### config.mk
export PLATFORM = sky130hd
export DESIGN_NAME = tmr_clk_sel
export DESIGN_NICKNAME = d
export VERILOG_FILES = /design/src/rtl/tmr_clk_pkg.sv /design/src/rtl/tmr_sync.sv /design/src/rtl/tmr_edge_det.sv /design/src/rtl/tmr_clk_sel.sv
export SDC_FILE = /design/constraint.sdc
export NUM_CORES = 1
export LEC_CHECK = 0
export ABC_AREA = 1
export BUFFER_PORTS_ARGS = -buffer_cell sky130_fd_sc_hd__buf_2
export CAP_MARGIN = 25
export CORE_AREA = 2 2 39 41
export CTS_CLUSTER_DIAMETER = 100
export DETAILED_ROUTE_END_ITERATION = 12
export DIE_AREA = 0 0 41 43
export PLACE_DENSITY_LB_ADDON = 0.25
export SYNTH_ARGS = -nofsm -noshare
export SYNTH_HDL_FRONTEND = slang
export SYNTH_SLANG_ARGS = --single-unit
### constraint.sdc
create_clock -name clk_i -period 1.2 [get_ports clk_i]
set_clock_uncertainty 0.1 [all_clocks]
set_input_delay 0 -clock clk_i [delete_from_list [all_inputs] [get_ports clk_i]]
set_output_delay 0 -clock clk_i [all_outputs]
set_load 0.01 [all_outputs]
### src/rtl/tmr_clk_pkg.sv
package tmr_clk_pkg;

  typedef enum logic [1:0] {
    SRC_OFF = 2'b00,
    SRC_BUS = 2'b01,
    SRC_FIX = 2'b10,
    SRC_EXT = 2'b11
  } src_sel_e;

  typedef enum logic [2:0] {
    PATH_NONE,
    PATH_BUS,
    PATH_FIX_DIR,
    PATH_FIX_SYNC,
    PATH_EXT_SYNC
  } path_e;

  localparam int unsigned N_ASYNC = 2;
  localparam int unsigned FIX_IDX = 0;
  localparam int unsigned EXT_IDX = 1;

  function automatic path_e decode_path(src_sel_e sel, logic pll_on);
    path_e p;
    unique case (sel)
      SRC_OFF: p = PATH_NONE;
      SRC_BUS: p = PATH_BUS;
      SRC_FIX: p = pll_on ? PATH_FIX_SYNC : PATH_FIX_DIR;
      SRC_EXT: p = PATH_EXT_SYNC;
      default: p = PATH_NONE;
    endcase
    return p;
  endfunction

  function automatic logic path_is_sync(path_e p);
    return (p == PATH_FIX_SYNC) || (p == PATH_EXT_SYNC);
  endfunction

endpackage

### src/rtl/tmr_sync.sv
module tmr_sync #(
  parameter int unsigned STAGES = 2
) (
  input  logic clk_i,
  input  logic rst_ni,
  input  logic d_i,
  output logic q_o
);
  logic [STAGES-1:0] stg_q;

  if (STAGES == 1) begin : g_single
    always_ff @(posedge clk_i or negedge rst_ni) begin
      if (!rst_ni) stg_q <= '0;
      else         stg_q <= d_i;
    end
  end else begin : g_chain
    always_ff @(posedge clk_i or negedge rst_ni) begin
      if (!rst_ni) stg_q <= '0;
      else         stg_q <= {stg_q[STAGES-2:0], d_i};
    end
  end

  assign q_o = stg_q[STAGES-1];
endmodule

### src/rtl/tmr_edge_det.sv
module tmr_edge_det (
  input  logic clk_i,
  input  logic rst_ni,
  input  logic lvl_i,
  input  logic reload_i,
  output logic rise_o
);
  logic hist_q;

  always_ff @(posedge clk_i or negedge rst_ni) begin
    if (!rst_ni) hist_q <= 1'b0;
    else         hist_q <= lvl_i;
  end

  // reload: history belongs to the old source, so no edge this cycle
  assign rise_o = lvl_i & ~hist_q & ~reload_i;
endmodule

### src/rtl/tmr_clk_sel.sv
module tmr_clk_sel
  import tmr_clk_pkg::*;
#(
  parameter int unsigned SYNC_STAGES = 2
) (
  input  logic       clk_i,
  input  logic       rst_ni,
  input  logic [1:0] src_sel_i,
  input  logic       pll_on_i,
  input  logic       fix_clk_i,
  input  logic       ext_clk_i,
  output logic       cnt_en_o
);
  logic [N_ASYNC-1:0] async_raw;
  logic [N_ASYNC-1:0] async_sync;
  path_e              path_d, path_q;
  logic               path_chg;
  logic               sync_lvl;
  logic               rise;
  logic               en_d;

  assign async_raw[FIX_IDX] = fix_clk_i;
  assign async_raw[EXT_IDX] = ext_clk_i;

  for (genvar g = 0; g < N_ASYNC; g++) begin : g_sync
    tmr_sync #(.STAGES(SYNC_STAGES)) u_sync (
      .clk_i (clk_i),
      .rst_ni(rst_ni),
      .d_i   (async_raw[g]),
      .q_o   (async_sync[g])
    );
  end

  always_comb path_d = decode_path(src_sel_e'(src_sel_i), pll_on_i);

  always_ff @(posedge clk_i or negedge rst_ni) begin
    if (!rst_ni) path_q <= PATH_NONE;
    else         path_q <= path_d;
  end

  assign path_chg = (path_d != path_q);

  always_comb begin
    unique case (path_d)
      PATH_FIX_SYNC: sync_lvl = async_sync[FIX_IDX];
      PATH_EXT_SYNC: sync_lvl = async_sync[EXT_IDX];
      default:       sync_lvl = 1'b0;
    endcase
  end

  tmr_edge_det u_edge (
    .clk_i   (clk_i),
    .rst_ni  (rst_ni),
    .lvl_i   (sync_lvl),
    .reload_i(path_chg),
    .rise_o  (rise)
  );

  always_comb begin
    unique case (path_d)
      PATH_NONE:     en_d = 1'b0;
      PATH_BUS:      en_d = 1'b1;
      PATH_FIX_DIR:  en_d = fix_clk_i;
      PATH_FIX_SYNC,
      PATH_EXT_SYNC: en_d = rise;
      default:       en_d = 1'b0;
    endcase
  end

  always_ff @(posedge clk_i or negedge rst_ni) begin
    if (!rst_ni) cnt_en_o <= 1'b0;
    else         cnt_en_o <= en_d;
  end
endmodule

==> metrics.cfg, run 1 <==
[grt]
grt_pass1_vias = 232
grtUsageMet2_pct = 10.00
top_usage_layer = met1
grt_use_met1_pct = 12.29
grt_usage_pct = 9.432
grt_util_met3_pct = 4.712
grt_pass1_wl_um = 993
grt_overflow = 0
grt_start_max_net_pins = 10
antenna_found_initial = 0

[cts]
clkLatencyLatePin_ns = 0.26
cts_resized = 0
clockBufferDepth = 2
postCtsSetupRepairBufs = 0
htreeDepth = 1
clock_sinks = 9
path_clk_slew_ns = 0.06
cts_tree = yes
cts_root_buffer = clkbuf_4
numCtsBuffers = 3

[sta]
setup_violations = 0
slew_viol_final = 0
maxSlewHeadroom_pct = 86.36
fmax_mhz = 1074
worstMarginPinSlew_ns = 0.2046
finalCritPeriodShare_pct = 77.57
timing.final.ws_setup_ns = 0.2692
tns_ns = 0
rsz0062_at_grt = false
hold_viol = 0
period_minus_slack_ns = 0.9308

[synth]
synth_compound_area_share_pct = 1.880
syn_area_um2 = 332.8
ys_top_cells_by_area = dfrtp_1, nand2_1, inv_1
synth_cell_types = 8
syn-instance-count = 35
synth_xor_area_share_pct = 0
syn_nets = 42
ys_ff_latch = 9
yosysSeqAreaShare_pct = 67.67
synth_top_family_by_area = simple AND/OR/NAND/NOR gates
synth_fa_ha_area_share_pct = 0
synth.avg_cell_area_um2 = 9.509
synth_top_cell_area_share_pct = 67.67
synthSimpleGateAreaFrac_pct = 22.56
synth.area.mux_share_pct = 0
yosys_warnings = 0
yosysTopAreaCell = dfrtp_1

[placed_design]
pre_cts_slack_ns = 0.3013
postPlaceCellArea_um2 = 387.9
routabilityCongestion = 0.7568
io_buffers = 7
hpwl_um = 437.1

[critical_path]
reg2reg_depth = 6
crit_family = buffers and inverters
critical_path.max_stage_delay_ns = 0.53
crit_path_end_kind = flop
crit_required_ns = 1.28
reg2reg_to = cnt_en_o
crit_chain = dlygate4sd3_1 > buf_2 > nor2_2 > nand2_1 > o22ai_1
critPathLaunchType = input port
rrSetupSlack_ns = 0.30
arrival_ns = 1.01
crit_buf_inv = 2
crit_fanout = 4
critical_path.slowest_cell = dlygate4sd3_1
worstReg2RegStart = path_q[0]
path_class = input port to flop

[floorplanning]
die_w_um = 41
die_y_um = 43
dieArea_um2 = 1763
ios = 8
core_um2 = 1384
num_rows = 14
start_util_pct = 24.05

[job]
cap_violations = 0

[layout]
final_util_pct = 34.36
final_common_cell = nand2_1
antenna_cells = 0
syn_to_final_growth_pct = 42.86
final_cell_mix = nand2_1, dfrtp_1, inv_1, buf_2, dlygate4sd3_1
drive_gt1_share_pct = 23.08
final_cell_area_um2 = 475.5
final_nets = 60

[detailed_routing]
drt_iter0_drc = 5
firstDrtPassIters = 4
avgRoutedWirePerCell_um = 8.059
viasPerCell = 3.735
finalWirelength_um = 548
ant_nets = 0
drc_errors = 0
via_count = 254

[worst_hold_path]
hp-class = input port to async pin

[power]
powerDensity_nw_per_um2 = 1296
p_leak_nw = 0.2687
ir_drop_v = 0.0006260

[outcome]
outcome = finished clean

-- kinds of logic after synthesis --
kind of cell,count (synthesis)
and+or+nand+nor,18
DFF,9
AOI/OAI and AO/OA,1
buffers and inverters,7
-- registers in the layout, summed over array words and instances, names as in the netlist --
name	cells
cnt_en_o	1
g_sync.u_sync.stg_q	4
path_q	3
u_edge.hist_q	1
-- how the worst max path moves through the flow --
stage / startpoint / to / cells after the start
3_3_place_gp: path_q[0] / cnt_en_o / 6
6_report: src_sel_i[0] / u_edge.hist_q / 5
3_5_place_dp: path_q[0] / cnt_en_o / 6
4_1_cts: src_sel_i[0] / u_edge.hist_q / 5
2_1_floorplan: path_q[1] / cnt_en_o / 6
5_1_grt: src_sel_i[0] / u_edge.hist_q / 5
-- cell type report --
| cell class | instances | area (µm²) |
|---|---|---|
| inverter | 7 | 26.28 |
| fill | 152 | 908.4 |
| tap | 16 | 20.02 |
| multi-input combinational | 19 | 81.33 |
| clock inverter | 1 | 5.005 |
| sequential | 9 | 225.2 |
| clock buffer | 3 | 22.52 |
| timing repair buffer | 13 | 95.09 |
-- power by group --
group	switching [mW]	leakage (nW)	internal, mW
clock	0.106	0.0177	0.123
sequential	0.00599	0.111	0.321
combinational	0.0296	0.140	0.0314
total	0.142	0.269	0.475
-- Yosys cell counts (all sizes together) --
library cell and number:
nand2 11, o22ai 1, nand3b 1, dfrtp 9
nand3 1, inv 7, nor2 5
-- per-layer routing --
| layer | wire, µm | part of all wire (%) |
|---|---|---|
| met3 | 36 | 6.6 |
| met5 | 0 | 0 |
| met2 | 202 | 37 |
| met1 | 283 | 52 |
| met4 | 25 | 4.6 |
-- what timing repair did --
item,4_1_cts,5_1_grt
endpoints found under the hold margin,16,0
setup endpoints to repair,0,0
hold buffers,6,0
-- through the flow --
step	instances	total power, mW	hold WS (ns)
finish	68	0.6163	0.01775
floorplan	35	0.3543	-0.3956
global route	68	0.6584	0.04475
global placement	58	0.3796	-0.2355
CTS	68	0.6301	0.01797
detailed placement	58	0.3805	-0.2362
-- worst reg2reg max path, delay by kind of cell, from the launching register on --
family | cells | cell delay, ns
buffers and inverters | 1 | 0.04
flip-flops | 1 | 0.38
AND/OR/NAND/NOR | 5 | 0.29
Power figures use the tool's default switching activity.
==> run 2: changes to the inputs <==
==> constraint.sdc (replaced) <==
create_clock -name clk_i -period 0.9 [get_ports clk_i]
set_clock_uncertainty 0.1 [all_clocks]
set_input_delay 0 -clock clk_i [delete_from_list [all_inputs] [get_ports clk_i]]
set_output_delay 0 -clock clk_i [all_outputs]
set_load 0.01 [all_outputs]
==> run 2 against run 1 <==
  * Cell count shrank 1.5%
  * Total power up 32%
  * First-iteration DRC count down 100%
  * Sequential share of layout area rose by 1.1 points
  * Flip-flop and latch count is the same
  * Utilization decreased by 0.81 points
  * Global-route usage fell by 0.59 points
  * The run now ends with hold timing, setup timing left
  * Critical endpoint is now cnt_en_o
  * Critical path depth is 1 higher
  * Combinational power up 32%
  * Largest cell class unchanged
  * Sequential power increased by 33%
  * Design area fell by 2.4%
==> metrics.cfg, run 2 (same netlist as run 1, synthesis figures left out) <==
[layout]
multiInputGateArea_um2 = 81.33  ; unchanged
antenna_cells = 0  ; unchanged
regArea_um2 = 225.2  ; unchanged
final_common_cell = nand2_1  ; unchanged
final_nets = 59  ; was 60
syn_to_final_growth_pct = 39.47  ; was 42.86%
drive_gt1_share_pct = 21.57  ; was 23.08%
layout.cells.non_filler = 67  ; was 68
final_cell_area_um2 = 464.2  ; was 475.5 µm²
final_cell_mix = nand2_1, dfrtp_1, inv_1, buf_2, dlygate4sd3_1  ; unchanged
regMostFlops = g_sync.u_sync.stg_q  ; unchanged
largest_registers = g_sync.u_sync.stg_q: 4 flops, path_q: 3 flops  ; unchanged
nFillCells = 144  ; was 152
largest_reg_flops = 4  ; unchanged

[cts]
numCtsBuffers = 3  ; unchanged
hold_buffers = 5  ; was 6
cts_root_buffer = clkbuf_4  ; unchanged
htreeDepth = 1  ; unchanged
path_clk_slew_ns = 0.06  ; about the same
cts_tree = yes  ; unchanged
postCtsSetupRepairBufs = 0  ; unchanged
clockBufferDepth = 2  ; unchanged
cts_resized = 0  ; unchanged
clock_sinks = 9  ; unchanged
clkLatencyLatePin_ns = 0.25  ; was 0.26 ns

[critical_path]
critPathLaunchType = flop  ; was input port
path_class = flop to flop  ; was input port to flop
crit_required_ns = 0.94  ; was 1.28 ns
crit_path_end_kind = flop  ; unchanged
arrival_ns = 0.95  ; was 1.01 ns
crit_fanout = 2  ; was 4

[floorplanning]
core_um2 = 1384  ; unchanged
start_util_pct = 24.05  ; unchanged
die_y_um = 43  ; unchanged
dieArea_um2 = 1763  ; unchanged
ios = 8  ; unchanged
num_rows = 14  ; unchanged
die_w_um = 41  ; unchanged

[power]
p_sw_mw = 0.1765  ; was 0.1415 mW
ir_drop_v = 0.0008349  ; was 0.0006260 V
comb_power_share_pct = 9.9  ; about the same
powerDensity_nw_per_um2 = 1755  ; was 1296 nW/µm²
p_leak_nw = 0.2612  ; was 0.2687 nW
clockPowerShare_pct = 36.7  ; was 37.1%
seq_power_share_pct = 53.4  ; was 53.0%
p_int_mw = 0.6380  ; was 0.4748 mW
p_sw_share_pct = 21.67  ; was 22.97%
power.total_mw = 0.8145  ; was 0.6163 mW

[detailed_routing]
finalWirelength_um = 559  ; was 548 µm
ant_nets = 0  ; unchanged
viasPerCell = 3.791  ; was 3.735
via_count = 254  ; unchanged
avgRoutedWirePerCell_um = 8.343  ; was 8.059 µm
firstDrtPassIters = 1  ; was 4
drc_errors = 0  ; unchanged
drt_iter0_drc = 0  ; was 5

[sta]
tns_ns = -0.004427  ; was 0 ns
slew_viol_final = 0  ; unchanged
setup_violations = 1  ; was 0
period_minus_slack_ns = 0.9044
timing.final.ws_setup_ns = -0.004427  ; was 0.2692 ns
hold_viol = 3  ; was 0
hold_ws_ns = -0.1342  ; was 0.01775 ns
maxSlewHeadroom_pct = 85.92  ; was 86.36%
finalCritPeriodShare_pct = 100.5
fmax_mhz = 1106
rsz0062_at_grt = true  ; was false
worstMarginPinSlew_ns = 0.2111  ; was 0.2046 ns

[grt]
antenna_found_initial = 0  ; unchanged
grt_start_max_net_pins = 10  ; unchanged
grt_overflow = 0  ; unchanged
grt_pass1_vias = 247  ; was 232
grt_pass1_wl_um = 1007  ; was 993 µm
grt_usage_pct = 8.841  ; was 9.432%

[placed_design]
hpwl_um = 417.8  ; was 437.1 µm
routabilityCongestion = 0.7472  ; was 0.7568
io_buffers = 7  ; unchanged
postPlaceCellArea_um2 = 387.9  ; unchanged
post-place-cells = 58  ; unchanged

[outcome]
violations = hold timing, setup timing
outcome = finished with violations  ; was finished clean

[job]
cap_violations = 0  ; unchanged

[worst_hold_path]
hp-class = input port to flop  ; was input port to async pin

-- run 2: cell count changes in the layout (fill, tap and decap cells not counted) --
cell           before  now
clkinv_2            1    0
dlygate4sd3_1       6    5
clkbuf_1            0    1
-- run 2: stage by stage --
| step | setup WS (ns) | util (%) |
|---|---|---|
| 2_1_floorplan | 0.05827 | - |
| 3_3_place_gp | 0.003601 | 28.03 |
| 3_5_place_dp | -0.001973 | 28.03 |
| 4_1_cts | -0.01335 | 33.54 |
| 5_1_grt | -0.06648 | 33.54 |
| 6_report | -0.004427 | 33.54 |
-- run 2: path summary, 6_finish.rpt --
kind / end / cells after the start / from / slack, ns
setup / recovery: cnt_en_o / 6 / path_q[1] / -0.004
hold / removal: path_q[1] / 2 / src_sel_i[0] / -0.13
setup reg to reg: cnt_en_o / 6 / path_q[1] / -0.004
hold reg to reg: g_sync[1].u_sync.stg_q[1] / 0 / g_sync[1].u_sync.stg_q[0] / 0.25
max in group asynchronous: path_q[1] / 2 / rst_ni / 0.49
min in group asynchronous: g_sync[1].u_sync.stg_q[1] / 2 / rst_ni / 0.03
-- run 2: layout make-up --
cell class	instances	share of cell area (%)
Timing Repair Buffer	12	18.33
Tap cell	16	4.313
Inverter	7	5.660
Multi-Input combinational cell	19	17.52
Sequential cell	9	48.52
Clock buffer	4	5.660
-- run 2: power groups by stage --
stage          Clock [mW]  Combinational, mW  Sequential [mW]
3_3_place_gp            0             0.0635            0.443
2_1_floorplan           0             0.0288            0.444
5_1_grt             0.334             0.0918            0.439
3_5_place_dp            0             0.0637            0.443
4_1_cts             0.316             0.0816            0.436
6_report            0.299             0.0805            0.435
-- run 2: critical path: stages, from the launching register on --
cell and delay (ns):
dfrtp_1 0.37, nand2_1 0.07, inv_1 0.04, nand3_1 0.06, nand2_1 0.05, nand2_1 0.06, nand2_1 0.05
-- run 2: per-layer routing --
layer | up-vias | global-route usage [%] | share of wire, %
li1 | 137 | - | -
met1 | 110 | 11.37 | 52
met2 | 7 | 11.88 | 42
met3 | 0 | 4.712 | 5.9
met4 | 0 | 4.000 | 0
met5 | - | 0 | 0
-- run 2: what timing repair did --
action	in CTS	in global routing
endpoints found under the hold margin	16	3
setup endpoints to repair	1	2
gates cloned	0	0
